$ cat src/rtl/dacld_pkg.sv
package dacld_pkg;
  // Strobes passed from the control to the datapath each system cycle.
  typedef struct packed {
    logic shiftEn;  // sample one serial bit into the shift register
    logic commit;   // this bit is the last of the frame: write the bank
  } loadCtrl_t;
endpackage

$ cat src/rtl/dacld_sync.sv
module dacld_sync #(
  parameter int W = 1,
  parameter int STAGES = 2,
  parameter logic [W-1:0] RST_VAL = '0
) (
  input  logic         clk,
  input  logic         rstN,
  input  logic [W-1:0] asyncIn,
  output logic [W-1:0] syncOut
);
  logic [W-1:0] stg [STAGES];

  always_ff @(posedge clk or negedge rstN) begin
    if (!rstN) begin
      for (int i = 0; i < STAGES; i++) stg[i] <= RST_VAL;
    end else begin
      stg[0] <= asyncIn;
      for (int i = 1; i < STAGES; i++) stg[i] <= stg[i-1];
    end
  end

  assign syncOut = stg[STAGES-1];
endmodule

$ cat src/rtl/dacld_ctrl.sv
module dacld_ctrl
  import dacld_pkg::*;
#(
  parameter int ADDR_W = 5,
  parameter int CODE_W = 14,
  localparam int FRAME_BITS = ADDR_W + CODE_W,
  localparam int CNT_W = $clog2(FRAME_BITS + 1)
) (
  input  logic             clk,
  input  logic             rstN,
  input  logic             frameS,
  input  logic             sclkS,
  output loadCtrl_t        ctrl,
  output logic             armed,
  output logic [CNT_W-1:0] bitCnt
);
  logic prevFrame, prevSclk;
  logic frameFall, sclkFall;

  assign frameFall = prevFrame & ~frameS;
  assign sclkFall  = prevSclk & ~sclkS;

  always_comb begin
    ctrl.shiftEn = armed & sclkFall;
    ctrl.commit  = armed & sclkFall & (bitCnt == CNT_W'(FRAME_BITS - 1));
  end

  always_ff @(posedge clk or negedge rstN) begin
    if (!rstN) begin
      prevFrame <= 1'b1;
      prevSclk  <= 1'b0;
      armed     <= 1'b0;
      bitCnt    <= '0;
    end else begin
      prevFrame <= frameS;
      prevSclk  <= sclkS;
      if (armed) begin
        // sync edges are not looked at while a frame is open
        if (ctrl.commit) begin
          armed  <= 1'b0;
          bitCnt <= '0;
        end else if (ctrl.shiftEn) begin
          bitCnt <= bitCnt + 1'b1;
        end
      end else if (frameFall) begin
        armed  <= 1'b1;
        bitCnt <= '0;
      end
    end
  end
endmodule

$ cat src/rtl/dacld_datapath.sv
module dacld_datapath
  import dacld_pkg::*;
#(
  parameter int ADDR_W = 5,
  parameter int CODE_W = 14,
  localparam int FRAME_BITS = ADDR_W + CODE_W,
  localparam int NCH = 1 << ADDR_W
) (
  input  logic                  clk,
  input  logic                  rstN,
  input  loadCtrl_t             ctrl,
  input  logic                  dataS,
  output logic [NCH*CODE_W-1:0] chanCodes,
  output logic                  updStb,
  output logic [ADDR_W-1:0]     updChan,
  output logic [CODE_W-1:0]     updCode
);
  logic [FRAME_BITS-2:0] shiftReg;
  logic [FRAME_BITS-1:0] newWord;
  logic [ADDR_W-1:0]     wrAddr;
  logic [CODE_W-1:0]     wrCode;

  assign newWord = {shiftReg, dataS};
  assign wrAddr  = newWord[FRAME_BITS-1 -: ADDR_W];
  assign wrCode  = newWord[CODE_W-1:0];

  always_ff @(posedge clk or negedge rstN) begin
    if (!rstN) shiftReg <= '0;
    else if (ctrl.shiftEn) shiftReg <= newWord[FRAME_BITS-2:0];
  end

  for (genvar g = 0; g < NCH; g++) begin : gBank
    logic [CODE_W-1:0] codeReg;
    always_ff @(posedge clk or negedge rstN) begin
      if (!rstN) codeReg <= '0;
      else if (ctrl.commit && wrAddr == ADDR_W'(g)) codeReg <= wrCode;
    end
    assign chanCodes[g*CODE_W +: CODE_W] = codeReg;
  end

  always_ff @(posedge clk or negedge rstN) begin
    if (!rstN) begin
      updStb  <= 1'b0;
      updChan <= '0;
      updCode <= '0;
    end else begin
      updStb <= ctrl.commit;
      if (ctrl.commit) begin
        updChan <= wrAddr;
        updCode <= wrCode;
      end
    end
  end
endmodule

$ cat src/rtl/serial_dac_loader.sv
module serial_dac_loader
  import dacld_pkg::*;
#(
  parameter int ADDR_W = 5,
  parameter int CODE_W = 14,
  parameter int SYNC_STAGES = 2,
  localparam int NCH = 1 << ADDR_W,
  localparam int FRAME_BITS = ADDR_W + CODE_W,
  localparam int CNT_W = $clog2(FRAME_BITS + 1)
) (
  input  logic                  clk,
  input  logic                  rstN,
  input  logic                  frameN,
  input  logic                  sclkIn,
  input  logic                  sdIn,
  output logic [NCH*CODE_W-1:0] chanCodes,
  output logic                  updStb,
  output logic [ADDR_W-1:0]     updChan,
  output logic [CODE_W-1:0]     updCode
);
  logic [2:0]       syncVec;
  loadCtrl_t        ctrlS;
  logic             armedW;
  logic [CNT_W-1:0] bitCntW;

  // order: {frame, sclk, data}; frame idles high
  dacld_sync #(.W(3), .STAGES(SYNC_STAGES), .RST_VAL(3'b100)) uSync (
    .clk(clk), .rstN(rstN),
    .asyncIn({frameN, sclkIn, sdIn}),
    .syncOut(syncVec)
  );

  dacld_ctrl #(.ADDR_W(ADDR_W), .CODE_W(CODE_W)) uCtrl (
    .clk(clk), .rstN(rstN),
    .frameS(syncVec[2]), .sclkS(syncVec[1]),
    .ctrl(ctrlS), .armed(armedW), .bitCnt(bitCntW)
  );

  dacld_datapath #(.ADDR_W(ADDR_W), .CODE_W(CODE_W)) uData (
    .clk(clk), .rstN(rstN), .ctrl(ctrlS), .dataS(syncVec[0]),
    .chanCodes(chanCodes), .updStb(updStb),
    .updChan(updChan), .updCode(updCode)
  );
endmodule

$ cat config.mk
export PLATFORM = sky130hd
export DESIGN_NAME = serial_dac_loader
export DESIGN_NICKNAME = d
export VERILOG_FILES = /design/src/rtl/dacld_pkg.sv /design/src/rtl/dacld_sync.sv /design/src/rtl/dacld_ctrl.sv /design/src/rtl/dacld_datapath.sv /design/src/rtl/serial_dac_loader.sv
export SDC_FILE = /design/constraint.sdc
export NUM_CORES = 1
export LEC_CHECK = 0
export BUFFER_PORTS_ARGS = -buffer_cell sky130_fd_sc_hd__buf_2
export CAP_MARGIN = 30
export CELL_PAD_IN_SITES_DETAIL_PLACEMENT = 1
export CELL_PAD_IN_SITES_GLOBAL_PLACEMENT = 1
export CORE_UTILIZATION = 40
export CTS_CLUSTER_SIZE = 14
export DETAILED_ROUTE_END_ITERATION = 7
export GPL_TIMING_DRIVEN = 0
export PLACE_DENSITY = 0.77
export SETUP_SLACK_MARGIN = 0.05
export SYNTH_ARGS = -nofsm -noshare
export SYNTH_HDL_FRONTEND = slang
export SYNTH_SLANG_ARGS = --single-unit
$ cat constraint.sdc
create_clock -name clk -period 1.9 [get_ports clk]
set_input_delay 0.19 -clock clk [delete_from_list [all_inputs] [get_ports clk]]
set_output_delay 0.19 -clock clk [all_outputs]
set_load 0.02 [all_outputs]
==> flow_summary.yaml, run 1 <==
outcome:
  status: "complete, but fails checks"
  violations: "hold timing, setup timing"
setup_path:
  r2r_end: "uData.gBank[8].codeReg[3]$_DFFE_PN0P_"
  r2r_cells: 5
  cp_max_fo: 10
  arrival_ns: 2.61
  cp-startpoint: "uCtrl.armed$_DFF_PN0_"
  rrSetupSlack_ns: -0.23
  path_class: "flop to flop"
  reg2reg_from: "uCtrl.armed$_DFF_PN0_"
  worst_setup_path_start_kind: "flop"
  cp-endpoint: "uData.gBank[8].codeReg[3]$_DFFE_PN0P_"
  crit_path_end_kind: "flop"
  cp.required_ns: 2.38
floorplanning:
  start_util_pct: 40.45
  die_h_um: 226.8
  row_count: 82
  io_pins: 473
  die_area_mm2: 0.05143
  core_area_mm2: 0.04997
  die_w_um: 226.8
timing:
  slew_viol_final: 0
  tightest_slew_ns: 0.7242
  fin_hold_ws_ns: -0.4074
  setup_violations: 437
  skew_ns: 0.01202
  rsz0062_at_grt: "true"
  timing.final.ws_setup_ns: -0.2349
  slew_headroom_pct: 51.72
  max_freq_mhz: 468.4
  finalCritPeriodShare_pct: 112.4
  min_period_ns: 2.135
  hold_violations: 82
route:
  wire_per_inst_um: 26.63
  drcViolationCount: 0
  totalWireLength_um: 68190
  drt_iter0_drc: 592
  vias: 12975
  drt_first_pass_iters: 4
  via_per_inst: 5.066
  antenna_left: 0
grt:
  grt_overflow_total: 0
  grtUsageTotal_pct: 24.81
  grt_antenna_before_repair: 0
  grt_pass1_vias: 13653
  grt_pass1_wl_um: 93700
  grt_max_degree: 116
logic_synthesis:
  synth_top_family_by_area: "multiplexers"
  synth.area.top_cells: "dfrtp_1 62%, mux2_4 12%, mux2_2 11%"
  async_reset_ff_share_pct: 100.0
  synth_nets: 1198
  yosysTopAreaCellShare_pct: 61.53
  avgSynthCellArea_um2: 16.97
  ys_ff_latch: 500
  post-synth-top-count-cell: "dfrtp_1"
  synth_xor_area_share_pct: 0
  synth_edf_count: 0
  synthMuxAreaShare_pct: 29.14
  yosysSeqAreaShare_pct: 61.92
  synthSimpleGateAreaFrac_pct: 5.547
  syn_inst: 1191
  synth-adder-area-share_pct: 0.1238
  synth_area_mm2: 0.02021
  yosysWarnings: 0
  ys.flop_type: "dfrtp_1"
  yosysTopAreaCell: "dfrtp_1"
  synthTopCellsByCount: "497 x dfrtp_1, 196 x mux2_2, 160 x mux2_4"
  synth_cell_types: 38
  synth_compound_area_share_pct: 0.2043
finish:
  n_antenna_cell: 0
  finalInstanceArea_mm2: 0.02773
  drive_above_1_share_pct: 64.64
  fill_cells: 4839
  syn_to_final_growth_pct: 37.17
  fin_util_pct: 55.49
  nNetsFinal: 1850
cts:
  cts_buffer_depth: 3
  clock_sinks: 500
  postCtsHoldBufs: 3
  clkLatencyLatePin_ns: 0.59
  numCtsBuffers: 55
  path_clk_slew_ns: 0.06
  root_buffer: "clkbuf_16"
  cts_tree: "done"
  h-tree-depth: 2
placed_design:
  postPlaceCellArea_mm2: 0.02370
  io_buffers: 472
  place_congestion: 0.7704
  hpwl_um: 43010
flow_run:
  maxCapViolations: 0
power_and_ir_drop:
  power.leakage_nw: 15.91
  power_density_mw_per_mm2: 877.8
  ir_drop_mv: 0.5694
worst_hold_path:
  worstHoldPathType: "input pin to asynchronous set/reset pin"
layout make-up:
class                   instances  area [um2]  area share (%)
multi-input cells             594        7605           27.43
clock inverters                20       335.3           1.209
clock buffers                  83        1614           5.822
flip-flops and latches        500       12520           45.16
well taps                     672       840.8           3.033
inverters                       4       15.01         0.05415
repair buffers                596        3884           14.01
plain buffers                  92       910.9           3.285
cells in the final DEF (no fill, tap or decap), types with 3 or more instances in the layout:
master and instances:
buf_2 472, inv_1 3, mux2_4 272, clkbuf_16 66, nand2_1 54, mux2_2 165
buf_16 7, buf_12 27, buf_4 55, buf_8 23, dfrtp_1 493, nand4_4 23
dlygate4sd3_1 3, nor3b_4 4, clkbuf_1 62, nor4_4 8, nand3_1 6, clkbuf_8 9
dfstp_2 3, dfrtp_2 4, bufinv_16 9, mux2_1 31, buf_6 45, clkinv_2 8
what timing repair did:
| item | in CTS | in global routing |
|---|---|---|
| resized for setup | 112 | 141 |
| endpoints found under the hold margin | 85 | 82 |
| pin swaps | 9 | 9 |
| setup endpoints to repair | 468 | 518 |
| cloned | 6 | 14 |
| setup buffers | 51 | 47 |
stage by stage:
step | worst slack (ns) | power (W) | setup TNS [ns] | std cells
floorplan | -0.05322 | 0.01184 | -10.01 | 1191
global placement | -10.14 | 0.01264 | -4709.54 | 2335
detailed placement | -0.5089 | 0.01273 | -194.22 | 2339
CTS | -0.1949 | 0.02440 | -51.68 | 2502
global route | -0.2743 | 0.02507 | -78.77 | 2561
finish | -0.2349 | 0.02434 | -45.60 | 2561
routing by layer:
| layer | wire [um] | track usage, % | vias to the layer above |
|---|---|---|---|
| li1 | - | - | 5503 |
| met1 | 28010 | 31.00 | 6946 |
| met2 | 34290 | 41.43 | 382 |
| met3 | 2932 | 4.393 | 144 |
| met4 | 2951 | 12.14 | 0 |
| met5 | 0 | 0 | - |
how the worst min path moves through the flow:
| stage | startpoint | slack (ns) | endpoint |
|---|---|---|---|
| finish | rstN | -0.41 | uData.gBank[1].codeReg[8]$_DFFE_PN0P_ |
| global placement | frameN | 0.30 | uSync.stg[5]$_DFF_PN1_ |
| floorplan | rstN | -0.11 | uCtrl.armed$_DFF_PN0_ |
| global route | rstN | -0.37 | uData.gBank[1].codeReg[5]$_DFFE_PN0P_ |
| detailed placement | rstN | 0.23 | uData.gBank[1].codeReg[8]$_DFFE_PN0P_ |
| CTS | rstN | -0.41 | uData.gBank[1].codeReg[8]$_DFFE_PN0P_ |
power breakdown:
part | internal (W) | switching [W] | leakage [nW]
combinational | 0.000468 | 0.00119 | 8.01
sequential | 0.0108 | 0.000343 | 6.94
clock | 0.00708 | 0.00448 | 0.955
total | 0.0183 | 0.00602 | 15.9
cells by family (layout without fill, tap and decap cells):
logic type	Yosys count	in the layout
buffers and inverters	97	795
flip-flops	500	500
AO/OA/AOI/OAI	6	6
multiplexers	470	470
adder cells (fa/ha/maj)	2	2
AND/OR/NAND/NOR	116	116
worst max-delay path, stage by stage, from the launching register on:
cell and delay, ns:
dfrtp_1 0.52, and2_1 0.30, buf_4 0.35, nand4_4 0.28
clkbuf_16 0.26, mux2_4 0.29
sequential cells by signal, indices dropped and copies added, names as in the netlist:
| register | cells |
|---|---|
| uCtrl.prevSclk | 1 |
| uCtrl.prevFrame | 1 |
| uCtrl.armed | 1 |
| uData.updChan | 5 |
| uData.updCode | 14 |
| uData.updStb | 1 |
| uSync.syncOut | 3 |
| uCtrl.bitCnt | 5 |
| uData.shiftReg | 18 |
| uData.gBank.codeReg | 448 |
| uSync.stg | 3 |
No activity file was read; power rests on OpenSTA's default activity.
==> run 2, diff against run 1 <==
--- a/config.mk
+++ b/config.mk
@@ -5,15 +5,15 @@
 export SDC_FILE = /design/constraint.sdc
 export NUM_CORES = 1
 export LEC_CHECK = 0
-export BUFFER_PORTS_ARGS = -buffer_cell sky130_fd_sc_hd__buf_2
 export CAP_MARGIN = 30
 export CELL_PAD_IN_SITES_DETAIL_PLACEMENT = 1
 export CELL_PAD_IN_SITES_GLOBAL_PLACEMENT = 1
-export CORE_UTILIZATION = 40
+export CORE_UTILIZATION = 47
 export CTS_CLUSTER_SIZE = 14
 export DETAILED_ROUTE_END_ITERATION = 7
+export DONT_BUFFER_PORTS = 1
 export GPL_TIMING_DRIVEN = 0
-export PLACE_DENSITY = 0.77
+export PLACE_DENSITY = 0.76
 export SETUP_SLACK_MARGIN = 0.05
 export SYNTH_ARGS = -nofsm -noshare
 export SYNTH_HDL_FRONTEND = slang
==> flow_summary.yaml, run 2 (synthesized netlist as in run 1, its figures left out) <==
placed_design:
  hpwl_um: 38110
  place_congestion: 0.8017
  io_buffers: 0
  dp.cells: 1730
floorplanning:
  start_util_pct: 47.97
  io_pins: 473
  die_h_um: 209.4
  row_count: 75
  die_w_um: 209.4
  core_area_mm2: 0.04213
  die_area_mm2: 0.04384
timing:
  rsz0062_at_grt: "true"
  min_period_ns: 2.141
  slew_headroom_pct: 44.93
  timing.final.ws_setup_ns: -0.2405
  finalCritPeriodShare_pct: 112.7
  setup_violations: 438
  slew_viol_final: 0
  tns_ns: -61.56
  fin_hold_ws_ns: -0.6940
  hold_violations: 500
  max_freq_mhz: 467.2
  skew_ns: 0.02022
  tightest_slew_ns: 0.8260
finish:
  fin_util_pct: 58.94
  regMostFlops: "uData.gBank.codeReg"
  drive_above_1_share_pct: 50.29
  top_regs: "uData.gBank.codeReg: 448 flops, uData.shiftReg: 18 flops, uData.updCode: 14 flops"
  nNetsFinal: 1354
  final_common_cell: "dfrtp_1"
  n_antenna_cell: 0
  final_cells: 1927
  final_cell_mix: "495 x dfrtp_1, 282 x mux2_4, 137 x mux2_2"
  syn_to_final_growth_pct: 22.87
  largest_register_ff_count: 448
cts:
  h-tree-depth: 2
  path_clk_slew_ns: 0.06
  root_buffer: "clkbuf_16"
  numCtsBuffers: 52
  clkLatencyLatePin_ns: 0.60
  cts_buffer_depth: 3
  cts_tree: "done"
  postCtsHoldBufs: 3
  clock_sinks: 500
route:
  drt_iter0_drc: 651
  drcViolationCount: 0
  drt_first_pass_iters: 6
  totalWireLength_um: 63280
  wire_per_inst_um: 32.84
  via_per_inst: 5.720
  antenna_left: 0
  vias: 11023
outcome:
  status: "complete, but fails checks"
  violations: "hold timing, setup timing"
setup_path:
  worst_setup_path_start_kind: "flop"
  critPathBufInv: 7
  rrSetupSlack_ns: -0.24
  crit_top_cell: "buf_4"
  cp.required_ns: 2.36
  critPathMaxStageDelay_ns: 0.41
  cp_top_family: "buffers and inverters"
  cp_max_fo: 5
  arrival_ns: 2.60
  crit_path_end_kind: "flop"
  path_class: "flop to flop"
  cp_slowest_cell: "dfrtp_1"
  crit_path_cell_trace: "inv_2 -> ha_4 -> buf_4 -> nand4bb_4 -> buf_6 -> buf_4 -> nor4_4 -> buf_6 -> buf_4 -> buf_8 -> mux2_4"
grt:
  grt_antenna_before_repair: 0
  grt_max_degree: 501
  grt_pass1_vias: 11706
  grt_pass1_wl_um: 86120
  grtUsageTotal_pct: 26.98
  grt_overflow_total: 0
power_and_ir_drop:
  power_density_mw_per_mm2: 924.0
  ir_drop_mv: 0.6969
  power.leakage_nw: 13.01
flow_run:
  maxCapViolations: 0
worst_hold_path:
  worstHoldPathType: "input pin to asynchronous set/reset pin"
run 2: power breakdown:
part           internal (W)  switching (W)
combinational      0.000379       0.000923
clock               0.00621        0.00430
sequential           0.0108       0.000357
total                0.0174        0.00558
run 2: cell type report:
| type | count | area (um2) |
|---|---|---|
| Fill cell | 3691 | 17300 |
| Sequential cell | 500 | 12520 |
| Multi-Input combinational cell | 594 | 7652 |
| Clock buffer | 82 | 1575 |
| Timing Repair Buffer | 102 | 1286 |
| Buffer | 93 | 939.7 |
| Tap cell | 539 | 674.4 |
| Clock inverter | 13 | 173.9 |
| Inverter | 4 | 15.01 |
run 2: path summary, 6_finish.rpt:
| kind | startpoint | to | depth (start not counted) |
|---|---|---|---|
| hold / removal | rstN | uData.gBank[11].codeReg[8]$_DFFE_PN0P_ | 0 |
| setup reg to reg | uCtrl.bitCnt[0]$_DFFE_PN0P_ | uData.gBank[27].codeReg[1]$_DFFE_PN0P_ | 11 |
| max in group asynchronous | rstN | uData.gBank[18].codeReg[2]$_DFFE_PN0P_ | 0 |
| hold reg to reg | uSync.stg[4]$_DFF_PN0_ | uSync.syncOut[1]$_DFF_PN0_ | 0 |
| min in group clk | sclkIn | uSync.stg[4]$_DFF_PN0_ | 1 |
| setup / recovery | uCtrl.bitCnt[0]$_DFFE_PN0P_ | uData.gBank[27].codeReg[1]$_DFFE_PN0P_ | 11 |
run 2: metal layers:
metal  wire, um  part of all wire, %  GRT usage, %
met1      25340                   40         33.83
met2      31350                   50         44.36
met3       4663                  7.4         7.586
met4       1917                  3.0         10.50
met5          0                    0             0
run 2: per-stage QoR:
| step | cell area (um2) | power (W) | setup slack, ns |
|---|---|---|---|
| final | 24840 | 0.02295 | -0.2405 |
| after global routing | 24840 | 0.02358 | -0.3139 |
| after detailed placement | 21050 | 0.01243 | -0.4937 |
| after global placement | 21050 | 0.01239 | -0.4447 |
| after floorplan | 20370 | 0.01184 | -0.05322 |
| after CTS | 23600 | 0.02295 | -0.2052 |
run 2: what timing repair did:
action                                  CTS  global route
setup buffers                            39            38
hold endpoints to repair                503           500
gates cloned                              8            14
pin swaps                                 8             7
endpoints found under the setup margin  468           469
resized for setup                        73           200
==> run 3, diff against run 2 <==
--- a/config.mk
+++ b/config.mk
@@ -8,12 +8,14 @@
 export CAP_MARGIN = 30
 export CELL_PAD_IN_SITES_DETAIL_PLACEMENT = 1
 export CELL_PAD_IN_SITES_GLOBAL_PLACEMENT = 1
-export CORE_UTILIZATION = 47
+export CORE_MARGIN = 5
+export CORE_UTILIZATION = 49
+export CTS_BUF_LIST = sky130_fd_sc_hd__clkbuf_8
 export CTS_CLUSTER_SIZE = 14
 export DETAILED_ROUTE_END_ITERATION = 7
 export DONT_BUFFER_PORTS = 1
 export GPL_TIMING_DRIVEN = 0
-export PLACE_DENSITY = 0.76
+export PLACE_DENSITY = 0.79
 export SETUP_SLACK_MARGIN = 0.05
 export SYNTH_ARGS = -nofsm -noshare
 export SYNTH_HDL_FRONTEND = slang
==> flow_summary.yaml, run 3 (synthesized netlist as in run 1, its figures left out) <==
outcome:
  status: "complete, but fails checks"
  violations: "hold timing, slew limit, setup timing"
cts:
  numCtsBuffers: 82
  clkLatencyLatePin_ns: 0.64
  clock_sinks: 500
  h-tree-depth: 3
  cts_buffer_depth: 3
  path_clk_slew_ns: 0.07
  root_buffer: "clkbuf_8"
  postCtsHoldBufs: 3
  cts_tree: "done"
setup_path:
  path_class: "flop to flop"
  cp_max_fo: 4
  cp-startpoint: "uCtrl.bitCnt[0]$_DFFE_PN0P_"
  arrival_ns: 2.63
  reg2reg_from: "uCtrl.bitCnt[0]$_DFFE_PN0P_"
  crit_path_end_kind: "flop"
  cp.required_ns: 2.41
  worst_setup_path_start_kind: "flop"
grt:
  use_met3_pct: 8.904
  grt_busiest_layer: "met2"
  grt_pass1_vias: 12586
  grt_util_met1_pct: 34.38
  grt_max_degree: 501
  grt_pass1_wl_um: 93240
  grtUsageTotal_pct: 28.01
  grt_util_met2_pct: 46.86
  grt_antenna_before_repair: 0
  grt_overflow_total: 0
finish:
  nNetsFinal: 1391
  regMostFlops: "uData.gBank.codeReg"
  syn_to_final_growth_pct: 23.42
  multiInputGateArea_mm2: 0.007747
  top_regs: "uData.gBank.codeReg: 448 flops, uData.shiftReg: 18 flops, uData.updCode: 14 flops"
  drive_above_1_share_pct: 52.90
  seqCellArea_mm2: 0.01252
  final_common_cell: "dfrtp_1"
  final_cell_mix: "493 x dfrtp_1, 307 x mux2_4, 127 x mux2_2"
  fill_cells: 3543
  n_antenna_cell: 0
  largest_register_ff_count: 448
timing:
  setup_violations: 457
  max_freq_mhz: 472.0
  fin_hold_ws_ns: -0.7542
  min_period_ns: 2.118
  finalCritPeriodShare_pct: 111.5
  timing.final.ws_setup_ns: -0.2184
  skew_ns: 0.02311
  hold_violations: 497
  slew_headroom_pct: -40.56
  slew_viol_final: 243
  rsz0062_at_grt: "true"
  tightest_slew_ns: 2.108
power_and_ir_drop:
  ir_drop_mv: 0.5361
  power_density_mw_per_mm2: 892.7
  power.leakage_nw: 13.20
  finalPower_w: 0.02227
route:
  drcViolationCount: 0
  via_per_inst: 5.730
  totalWireLength_um: 66250
  drt_first_pass_iters: 5
  vias: 11345
  antenna_left: 0
  drt_iter0_drc: 885
  wire_per_inst_um: 33.46
placed_design:
  preCtsSetupSlack_ns: -0.4309
  place_congestion: 0.8141
  hpwl_um: 40270
  io_buffers: 0
floorplanning:
  die_w_um: 213.1
  io_pins: 473
  start_util_pct: 49.50
  die_h_um: 213.1
  core_area_mm2: 0.04083
  row_count: 74
  die_area_mm2: 0.04541
worst_hold_path:
  worstHoldPathType: "input pin to asynchronous set/reset pin"
flow_run:
  maxCapViolations: 0
-- run 3: cell count changes in the layout (fill, tap and decap cells not counted), moves of 3 or more --
cell and change:
buf_16 +3, buf_6 +7, buf_8 +5, clkbuf_1 -18, clkbuf_16 -59, clkbuf_8 +91
inv_1 +28, mux2_1 -15, mux2_2 -10, mux2_4 +25
-- run 3: path summary, 6_finish.rpt --
path / to / cells after the start / slack, ns
max: uData.gBank[28].codeReg[0]$_DFFE_PN0P_ / 10 / -0.22
min: uData.gBank[7].codeReg[4]$_DFFE_PN0P_ / 0 / -0.75
max reg2reg: uData.gBank[28].codeReg[0]$_DFFE_PN0P_ / 10 / -0.22
min reg2reg: uSync.syncOut[0]$_DFF_PN0_ / 0 / 0.35
max in group asynchronous: uCtrl.bitCnt[4]$_DFFE_PN0P_ / 0 / 0.82
min in group clk: uSync.stg[5]$_DFF_PN1_ / 1 / 0.11
-- run 3: area by class of cell --
class | count | share of cell area (%)
sequential | 500 | 50.19
multi-input combinational | 594 | 31.06
clock buffer | 105 | 5.793
timing repair buffer | 110 | 5.392
buffer | 92 | 3.842
tap | 532 | 2.668
clock inverter | 43 | 0.9931
inverter | 4 | 0.06019
-- run 3: metal layers --
layer  up-vias  routed length [um]
met2       450               33450
met3       109                5258
li1       4582                   -
met5         -                   0
met4         0                1992
met1      6204               25550
-- run 3: report_power, final --
group | switching [W] | internal (W) | leakage [nW]
Clock | 0.00448 | 0.00524 | 0.969
Sequential | 0.000383 | 0.0108 | 6.94
Combinational | 0.000943 | 0.000441 | 5.29
-- run 3: critical path, stage by stage, from the launching register on --
cell and delay, ns:
dfrtp_1 0.39, inv_2 0.08, ha_4 0.13, nor4bb_4 0.25, buf_6 0.17, buf_6 0.10, and4_4 0.23, buf_8 0.15
buf_6 0.12, buf_6 0.09, mux2_4 0.28
-- run 3: through the flow --
stage               hold slack [ns]  cells  instance area (um2)  util [%]  setup TNS, ns
floorplan                   -0.1056   1191                20370         -         -10.01
global placement           -0.09450   1723                21040     51.53        -113.11
detailed placement         -0.09286   1723                21040     51.53        -121.35
CTS                         -0.7965   1964                24520     60.06         -52.43
global route                -0.8045   1980                24950     61.09         -86.41
finish                      -0.7542   1980                24950     61.09         -56.48
-- run 3: what timing repair did --
item,4_1_cts,5_1_grt
resized for setup,246,74
endpoints found under the setup margin,468,489
setup buffers,73,15
pin swaps,11,6
endpoints found under the hold margin,503,500
gates cloned,17,2
